File: src/rtl/fsb_pkg.sv
`timescale 1ns/1ps
package fsb_pkg;
  // Low address bits for a beat: linear adds, interleaved XORs.
  function automatic logic [1:0] beat_low(input logic [1:0] start,
                                          input logic [1:0] beat,
                                          input logic       linear);
    return linear ? (start + beat) : (start ^ beat);
  endfunction
endpackage

File: src/rtl/fsb_addr_seq.sv
`timescale 1ns/1ps
module fsb_addr_seq
  import fsb_pkg::*;
#(
  parameter int ADDR_W = 6
) (
  input  logic              clk,
  input  logic              rst_n,
  input  logic              sleep_i,
  input  logic              load_i,
  input  logic              ce_ok_i,
  input  logic              adv_i,
  input  logic              linear_i,
  input  logic [ADDR_W-1:0] addr_i,
  output logic [ADDR_W-1:0] eff_addr_o,
  output logic              sel_o
);
  logic [ADDR_W-1:0] base_q;
  logic [1:0]        beat_q;
  logic              sel_q;

  always_ff @(posedge clk) begin
    if (!rst_n) begin
      base_q <= '0;
      beat_q <= '0;
      sel_q  <= 1'b0;
    end else if (!sleep_i) begin
      if (load_i) begin
        base_q <= addr_i;
        beat_q <= '0;
        sel_q  <= ce_ok_i;
      end else if (adv_i) begin
        beat_q <= beat_q + 2'd1;
      end
    end
  end

  assign eff_addr_o = {base_q[ADDR_W-1:2], beat_low(base_q[1:0], beat_q, linear_i)};
  assign sel_o      = sel_q;


  load_addr_chk: assert property (@(posedge clk) disable iff (!rst_n)
    (!sleep_i && load_i) |=> (eff_addr_o == $past(addr_i)));

  lin_step_chk: assert property (@(posedge clk) disable iff (!rst_n)
    (!sleep_i && !load_i && adv_i && linear_i) |=>
      (!linear_i || eff_addr_o[1:0] == $past(eff_addr_o[1:0]) + 2'd1));

  hold_chk: assert property (@(posedge clk) disable iff (!rst_n)
    (!sleep_i && !load_i && !adv_i) |=>
      ($stable(eff_addr_o) || linear_i != $past(linear_i)));

  sleep_hold_chk: assert property (@(posedge clk) disable iff (!rst_n)
    sleep_i |=> ($stable(base_q) && $stable(beat_q) && $stable(sel_q)));
endmodule

File: src/rtl/fsb_wr_decode.sv
`timescale 1ns/1ps
module fsb_wr_decode #(
  parameter int NBYTES = 2,
  parameter int BYTE_W = 8,
  localparam int DATA_W = NBYTES * BYTE_W
) (
  input  logic              clk,
  input  logic              rst_n,
  input  logic              allow_i,
  input  logic              gw_n_i,
  input  logic              bwe_n_i,
  input  logic [NBYTES-1:0] bsel_n_i,
  input  logic [DATA_W-1:0] din_i,
  output logic [NBYTES-1:0] mask_q,
  output logic [DATA_W-1:0] data_q
);
  logic [NBYTES-1:0] mask_d;

  always_comb begin
    if (!allow_i)      mask_d = '0;
    else if (!gw_n_i)  mask_d = '1;
    else if (!bwe_n_i) mask_d = ~bsel_n_i;
    else               mask_d = '0;
  end

  always_ff @(posedge clk) begin
    if (!rst_n) begin
      mask_q <= '0;
      data_q <= '0;
    end else begin
      mask_q <= mask_d;
      data_q <= din_i;
    end
  end


  gw_all_chk: assert property (@(posedge clk) disable iff (!rst_n)
    (allow_i && !gw_n_i) |=> (&mask_q));
endmodule

File: src/rtl/fsb_array.sv
`timescale 1ns/1ps
module fsb_array #(
  parameter int ADDR_W = 6,
  parameter int NBYTES = 2,
  parameter int BYTE_W = 8,
  localparam int DATA_W = NBYTES * BYTE_W,
  localparam int DEPTH  = 1 << ADDR_W
) (
  input  logic              clk,
  input  logic [ADDR_W-1:0] addr_i,
  input  logic [NBYTES-1:0] mask_i,
  input  logic [DATA_W-1:0] wdata_i,
  output logic [DATA_W-1:0] rdata_o
);
  logic [DATA_W-1:0] mem [DEPTH];

  always_ff @(posedge clk) begin
    for (int b = 0; b < NBYTES; b++) begin
      if (mask_i[b]) mem[addr_i][b*BYTE_W +: BYTE_W] <= wdata_i[b*BYTE_W +: BYTE_W];
    end
  end

  assign rdata_o = mem[addr_i];
endmodule

File: src/rtl/fsb_sram.sv
`timescale 1ns/1ps
module fsb_sram #(
  parameter int ADDR_W = 6,
  parameter int NBYTES = 2,
  parameter int BYTE_W = 8,
  localparam int DATA_W = NBYTES * BYTE_W
) (
  input  logic              clk,
  input  logic              rst_n,
  input  logic [ADDR_W-1:0] addr_i,
  input  logic [DATA_W-1:0] din_i,
  input  logic              ce1_n_i,
  input  logic              ce2_i,
  input  logic              ce3_n_i,
  input  logic              adsp_n_i,
  input  logic              adsc_n_i,
  input  logic              adv_n_i,
  input  logic              gw_n_i,
  input  logic              bwe_n_i,
  input  logic [NBYTES-1:0] bsel_n_i,
  input  logic              lbo_n_i,
  input  logic              oe_n_i,
  input  logic              sleep_i,
  output logic [DATA_W-1:0] dq_o,
  output logic              dq_oe_o
);
  logic              strobe, ce_ok, adv, wr_allow, sel_q;
  logic [ADDR_W-1:0] eff_addr;
  logic [NBYTES-1:0] wmask;
  logic [DATA_W-1:0] wdata, rdata;

  assign strobe   = !adsp_n_i || !adsc_n_i;
  assign ce_ok    = !ce1_n_i && ce2_i && !ce3_n_i;
  assign adv      = !strobe && !adv_n_i;
  // A read-strobe load never writes; otherwise writes follow the selection.
  assign wr_allow = !sleep_i && (strobe ? (adsp_n_i && ce_ok) : sel_q);

  fsb_addr_seq #(.ADDR_W(ADDR_W)) u_seq (
    .clk(clk), .rst_n(rst_n), .sleep_i(sleep_i), .load_i(strobe),
    .ce_ok_i(ce_ok), .adv_i(adv), .linear_i(!lbo_n_i), .addr_i(addr_i),
    .eff_addr_o(eff_addr), .sel_o(sel_q)
  );

  fsb_wr_decode #(.NBYTES(NBYTES), .BYTE_W(BYTE_W)) u_wdec (
    .clk(clk), .rst_n(rst_n), .allow_i(wr_allow), .gw_n_i(gw_n_i),
    .bwe_n_i(bwe_n_i), .bsel_n_i(bsel_n_i), .din_i(din_i),
    .mask_q(wmask), .data_q(wdata)
  );

  fsb_array #(.ADDR_W(ADDR_W), .NBYTES(NBYTES), .BYTE_W(BYTE_W)) u_mem (
    .clk(clk), .addr_i(eff_addr), .mask_i(wmask), .wdata_i(wdata),
    .rdata_o(rdata)
  );

  assign dq_oe_o = sel_q && !oe_n_i && !sleep_i && (wmask == '0);
  assign dq_o    = dq_oe_o ? rdata : '0;


  desel_quiet_chk: assert property (@(posedge clk) disable iff (!rst_n)
    (!sleep_i && strobe && !ce_ok) |=> !dq_oe_o);

  adsp_read_chk: assert property (@(posedge clk) disable iff (!rst_n)
    (!sleep_i && !adsp_n_i) |=> (wmask == '0));
endmodule

File: config.mk
export PLATFORM = sky130hd
export DESIGN_NAME = fsb_sram
export DESIGN_NICKNAME = d
export VERILOG_FILES = /design/src/rtl/fsb_pkg.sv /design/src/rtl/fsb_addr_seq.sv /design/src/rtl/fsb_wr_decode.sv /design/src/rtl/fsb_array.sv /design/src/rtl/fsb_sram.sv
export SDC_FILE = /design/constraint.sdc
export NUM_CORES = 1
export LEC_CHECK = 0
export BUFFER_PORTS_ARGS = -buffer_cell sky130_fd_sc_hd__buf_2
export CELL_PAD_IN_SITES_DETAIL_PLACEMENT = 1
export CELL_PAD_IN_SITES_GLOBAL_PLACEMENT = 2
export CORE_AREA = 3 3 278 307
export DETAILED_ROUTE_END_ITERATION = 8
export DIE_AREA = 0 0 281 310
export MAX_ROUTING_LAYER = met4
export PLACE_DENSITY_LB_ADDON = 0.1
export SLEW_MARGIN = 25
export SYNTH_ARGS = -nofsm -noshare
export SYNTH_HDL_FRONTEND = slang
export SYNTH_SLANG_ARGS = --single-unit
File: constraint.sdc
create_clock -name clk -period 4.5 [get_ports clk]
set_clock_uncertainty 0.05 [all_clocks]
set_input_delay 0 -clock clk [delete_from_list [all_inputs] [get_ports clk]]
set_output_delay 0 -clock clk [all_outputs]
set_load 0.01 [all_outputs]
==> impl_table.tex <==
\begin{tabular}{lr}
\hline
Metric & Value \\
\hline
\multicolumn{2}{l}{\textbf{Run status}} \\
\quad Outcome & completed \\
\multicolumn{2}{l}{\textbf{Setup path}} \\
\quad Category of cells accounting for the largest share of critical-path delay & simple AND/OR/NAND/NOR gates \\
\quad Worst stage delay on the critical path & 0.60 ns \\
\quad WP buf/inv & 3 \\
\quad Cell type with the highest occurrence count on the critical path & sky130\_fd\_sc\_hd\_\_mux2i\_1 \\
\quad Critical path fanouts, max & 36 \\
\quad Critical Setup Path Class & reg2out \\
\quad CP required & 4.45 ns \\
\quad Slowest cell on the critical path & sky130\_fd\_sc\_hd\_\_ha\_4 \\
\quad Kind of start point of the critical path & flop \\
\quad Type of destination of the critical path & primary output \\
\quad Data arrival time of the worst path & 4.38 ns \\
\quad Crit path cell chain & ha\_4, buf\_12, buf\_4, mux2i\_1, mux2i\_1, o22ai\_1, nor4\_1, o2111ai\_1, nor3\_1, buf\_2 \\
\multicolumn{2}{l}{\textbf{Yosys}} \\
\quad Synthesized net count & 2634 \\
\quad Proportion of synthesized flip-flops having asynchronous set or reset & 0 \\
\quad Share of synthesized area occupied by flip-flops and latches & 0.748 \\
\quad Number of synthesized register bits & 1051 \\
\quad Yosys warning count & 0 \\
\quad Top area cells in the synthesized netlist & sky130\_fd\_sc\_hd\_\_edfxtp\_1 (73\%), sky130\_fd\_sc\_hd\_\_mux2i\_1 (6.7\%), sky130\_fd\_sc\_hd\_\_nand2\_1 (1.9\%), sky130\_fd\_sc\_hd\_\_mux4\_2 (1.7\%), sky130\_fd\_sc\_hd\_\_mux2\_2 (1.5\%) \\
\quad Mapped cell area & 41900 um2 \\
\quad Number of standard cells after synthesis & 2596 \\
\quad Most common library cells after synthesis & sky130\_fd\_sc\_hd\_\_edfxtp\_1 (1024), sky130\_fd\_sc\_hd\_\_mux2i\_1 (281), sky130\_fd\_sc\_hd\_\_nand2\_1 (212) \\
\quad Unique cell type count in the Yosys netlist & 52 \\
\quad Count of flip-flops with a built-in enable after synthesis & 1024 \\
\quad Commonest register cell after synthesis & sky130\_fd\_sc\_hd\_\_edfxtp\_1 \\
\quad Top-count cell post-synth & sky130\_fd\_sc\_hd\_\_edfxtp\_1 \\
\quad Library cell occupying the most area in the post-synthesis netlist & sky130\_fd\_sc\_hd\_\_edfxtp\_1 \\
\quad Syn\_area\_per\_cell & 16.1 um2 \\
\quad Portion of synthesized cell area occupied by the leading cell type & 0.735 \\
\multicolumn{2}{l}{\textbf{Timing}} \\
\quad Max-slew violation total from the final report & 0 \\
\quad Worst-case headroom to the max-slew limit & 0.303 \\
\quad Hold violation count in the final report & 0 \\
\quad Total negative slack & 0 ns \\
\quad Minimum period implied by the final worst setup slack & 4.43 ns \\
\quad Setup-violating endpoint count in the final report & 0 \\
\quad Slew at the pin closest to its max-slew limit & 1.04 ns \\
\quad Max Freq & 226 MHz \\
\quad Period utilisation layout & 0.985 \\
\quad Setup repair after global routing missed its margin & no \\
\multicolumn{2}{l}{\textbf{GRT}} \\
\quad Wire length of the first global-routing pass & 174000 um \\
\quad Aggregate global-route resource usage & 0.282 \\
\quad Final global-route overflow total & 0 \\
\quad Largest net degree at the start of global routing & 89 \\
\quad Via count of the first global-routing pass & 25500 \\
\quad Number of antenna violations at the first check in global routing & 0 \\
\multicolumn{2}{l}{\textbf{Detailed routing}} \\
\quad Detail-routed via count per cell & 6.14 \\
\quad Routed wire per std cell & 29.8 um \\
\quad Routed Antenna Nets & 0 \\
\quad Number of optimization iterations in the first detailed-route pass & 5 \\
\quad DR vias & 24300 \\
\quad Starting DRT DRC Count & 2394 \\
\quad DRC & 0 \\
\quad Total Wirelength & 118000 um \\
\multicolumn{2}{l}{\textbf{Clock tree}} \\
\quad Clock transition at path regs & 0.06 ns \\
\quad Clock tree from TritonCTS & yes \\
\quad Source-to-sink clock delay at the later pin of the worst-skew pair & 0.67 ns \\
\quad CTS root buffer & sky130\_fd\_sc\_hd\_\_clkbuf\_16 \\
\quad Clock sink total & 1051 \\
\quad Maximum clock insertion buffer count & 3 \\
\quad Number of clock buffers inserted by TritonCTS & 105 \\
\quad H-tree depth & 3 \\
\multicolumn{2}{l}{\textbf{Die}} \\
\quad Die area & 87100 um2 \\
\quad Die X & 281 um \\
\quad Initial Util & 0.509 \\
\quad Die outline height & 310 um \\
\quad Boundary Pins & 54 \\
\quad Row Count & 110 \\
\quad Total core area & 82200 um2 \\
\multicolumn{2}{l}{\textbf{Cells and area}} \\
\quad Final \#Nets & 2847 \\
\quad Layout cells sized above 1 & 0.166 \\
\quad Fill count & 7411 \\
\quad Area growth from synthesis to layout & 15.0\% \\
\quad Final cell count without fillers & 3967 \\
\multicolumn{2}{l}{\textbf{Power and ir drop}} \\
\quad Final Total Pwr & 20900 uW \\
\quad Cell Pwr Density & 434 nW/um2 \\
\quad Leak & 0.0153 uW \\
\quad Peak ir drop on the vdd network & 0.300 mV \\
\multicolumn{2}{l}{\textbf{Placement}} \\
\quad Half-perimeter wire length of the detailed placement result & 72600 um \\
\quad Final weighted congestion of routability-driven global placement & 0.829 \\
\quad Placed instance count & 3690 \\
\quad Number of I/O port buffers & 53 \\
\multicolumn{2}{l}{\textbf{Flow run}} \\
\quad Max\_cap viols & 0 \\
\multicolumn{2}{l}{\textbf{Worst hold path}} \\
\quad Worst min path class & in2reg \\
\hline
\end{tabular}
-- tightest hold or removal path: stages --
cell	delay [ns]
sky130_fd_sc_hd__buf_2	0.11
sky130_fd_sc_hd__nand2_1	0.05
sky130_fd_sc_hd__nor3_1	0.06
sky130_fd_sc_hd__and2_1	0.13
sky130_fd_sc_hd__dlygate4sd3_1	0.54
-- flip-flops by register name, summed over array words and instances, names as in the netlist --
| register | flops |
|---|---|
| u_mem.mem | 1024 |
| u_wdec.data_q | 16 |
| u_seq.base_q | 6 |
| u_seq.beat_q | 2 |
| u_wdec.mask_q | 2 |
| u_seq.sel_o | 1 |
-- layout make-up --
type / instances / area [um2] / area share
well taps: 1064 / 1330 / 0.0277
clock buffers: 123 / 2730 / 0.0566
inverters: 1 / 3.75 / 0.0000780
multi-input cells: 1376 / 9750 / 0.203
repair buffers: 274 / 2260 / 0.0469
clock inverters: 77 / 737 / 0.0153
flip-flops and latches: 1051 / 31300 / 0.651
diodes: 1 / 2.50 / 0.0000520
-- logic make-up (layout without fill, tap and decap cells) --
group           count (synthesis)  in the layout  share of synthesized area
compound gates                407            407                     0.0624
simple gates                  595            595                     0.0675
flops                        1051           1051                      0.748
mux                           370            370                     0.0998
xor+xnor                        3              3                    0.00152
buf+inv                       169            475                     0.0210
other cells                     0              1                          0
fa+ha+maj                       1              1                   0.000299
-- power breakdown --
| group | switching (uW) | internal (uW) | total, uW | leakage (uW) |
|---|---|---|---|---|
| clock network | 3750 | 5080 | 8830 | 0.00171 |
| registers | 35.7 | 10700 | 10800 | 0.00945 |
| logic | 822 | 430 | 1250 | 0.00418 |
| total | 4610 | 16300 | 20900 | 0.0153 |
-- layer usage --
layer	global-route usage	wire length (um)	vias to the layer above	part of all wire
met4	0.0570	1920	0	0.016
met5	-	0	-	0
met1	0.393	52600	12900	0.44
met2	0.454	57800	756	0.49
li1	-	-	10600	-
met3	0.0342	5910	125	0.050
-- through the flow --
| stage | util | hold WS (ns) | cell area, um2 | setup slack, ns |
|---|---|---|---|---|
| 2_1_floorplan | - | 0.0773 | 41900 | 1.54 |
| 3_3_place_gp | 0.534 | 0.157 | 43800 | 0.589 |
| 3_5_place_dp | 0.534 | 0.161 | 43900 | 0.554 |
| 4_1_cts | 0.586 | 0.183 | 48100 | 0.105 |
| 5_1_grt | 0.586 | 0.230 | 48100 | 0.0216 |
| 6_report | 0.586 | 0.220 | 48100 | 0.0672 |
-- final timing paths --
path                            depth (start not counted)         startpoint  slack (ns)                 to
worst min-delay path                                    5           adsp_n_i        0.22   u_wdec.mask_q[0]
worst max register to register                          7    u_seq.beat_q[0]        1.00   u_mem.mem[52][0]
worst min register to register                          0  u_wdec.data_q[13]        0.68  u_mem.mem[27][13]
worst max-delay path                                   10    u_seq.beat_q[0]        0.07           dq_o[11]
-- repair_timing --
item	CTS	global route
setup buffers	1	0
endpoints found under the setup margin	3	2
hold buffers	75	0
pin swaps	1	0
hold endpoints to repair	27	0
resized for setup	2	2
-- placed cells by master, fill, tap and decap left out, types with 5 or more instances in the layout --
cell type and instances:
sky130_fd_sc_hd__a2111oi_0 28, sky130_fd_sc_hd__a211oi_1 40, sky130_fd_sc_hd__a21boi_0 6, sky130_fd_sc_hd__a21oi_1 86, sky130_fd_sc_hd__a31oi_1 44, sky130_fd_sc_hd__and2_1 38, sky130_fd_sc_hd__buf_12 10, sky130_fd_sc_hd__buf_2 53
sky130_fd_sc_hd__buf_4 135, sky130_fd_sc_hd__bufinv_16 13, sky130_fd_sc_hd__clkbuf_1 15, sky130_fd_sc_hd__clkbuf_16 105, sky130_fd_sc_hd__clkinv_1 23, sky130_fd_sc_hd__clkinv_2 29, sky130_fd_sc_hd__dfxtp_1 10, sky130_fd_sc_hd__dfxtp_2 16
sky130_fd_sc_hd__dlygate4sd3_1 75, sky130_fd_sc_hd__edfxtp_1 1024, sky130_fd_sc_hd__inv_6 5, sky130_fd_sc_hd__mux2_2 57, sky130_fd_sc_hd__mux2i_1 281, sky130_fd_sc_hd__mux4_2 32, sky130_fd_sc_hd__nand2_1 210, sky130_fd_sc_hd__nand3_1 21
sky130_fd_sc_hd__nand3b_1 6, sky130_fd_sc_hd__nand4_1 7, sky130_fd_sc_hd__nor2_1 139, sky130_fd_sc_hd__nor2b_1 55, sky130_fd_sc_hd__nor3_1 41, sky130_fd_sc_hd__nor3b_1 27, sky130_fd_sc_hd__nor4_1 15, sky130_fd_sc_hd__o2111ai_1 14
sky130_fd_sc_hd__o21ai_0 67, sky130_fd_sc_hd__o21ai_1 8, sky130_fd_sc_hd__o221ai_1 31, sky130_fd_sc_hd__o22ai_1 71, sky130_fd_sc_hd__or3_1 15
No activity file was read; power rests on OpenSTA's default activity.
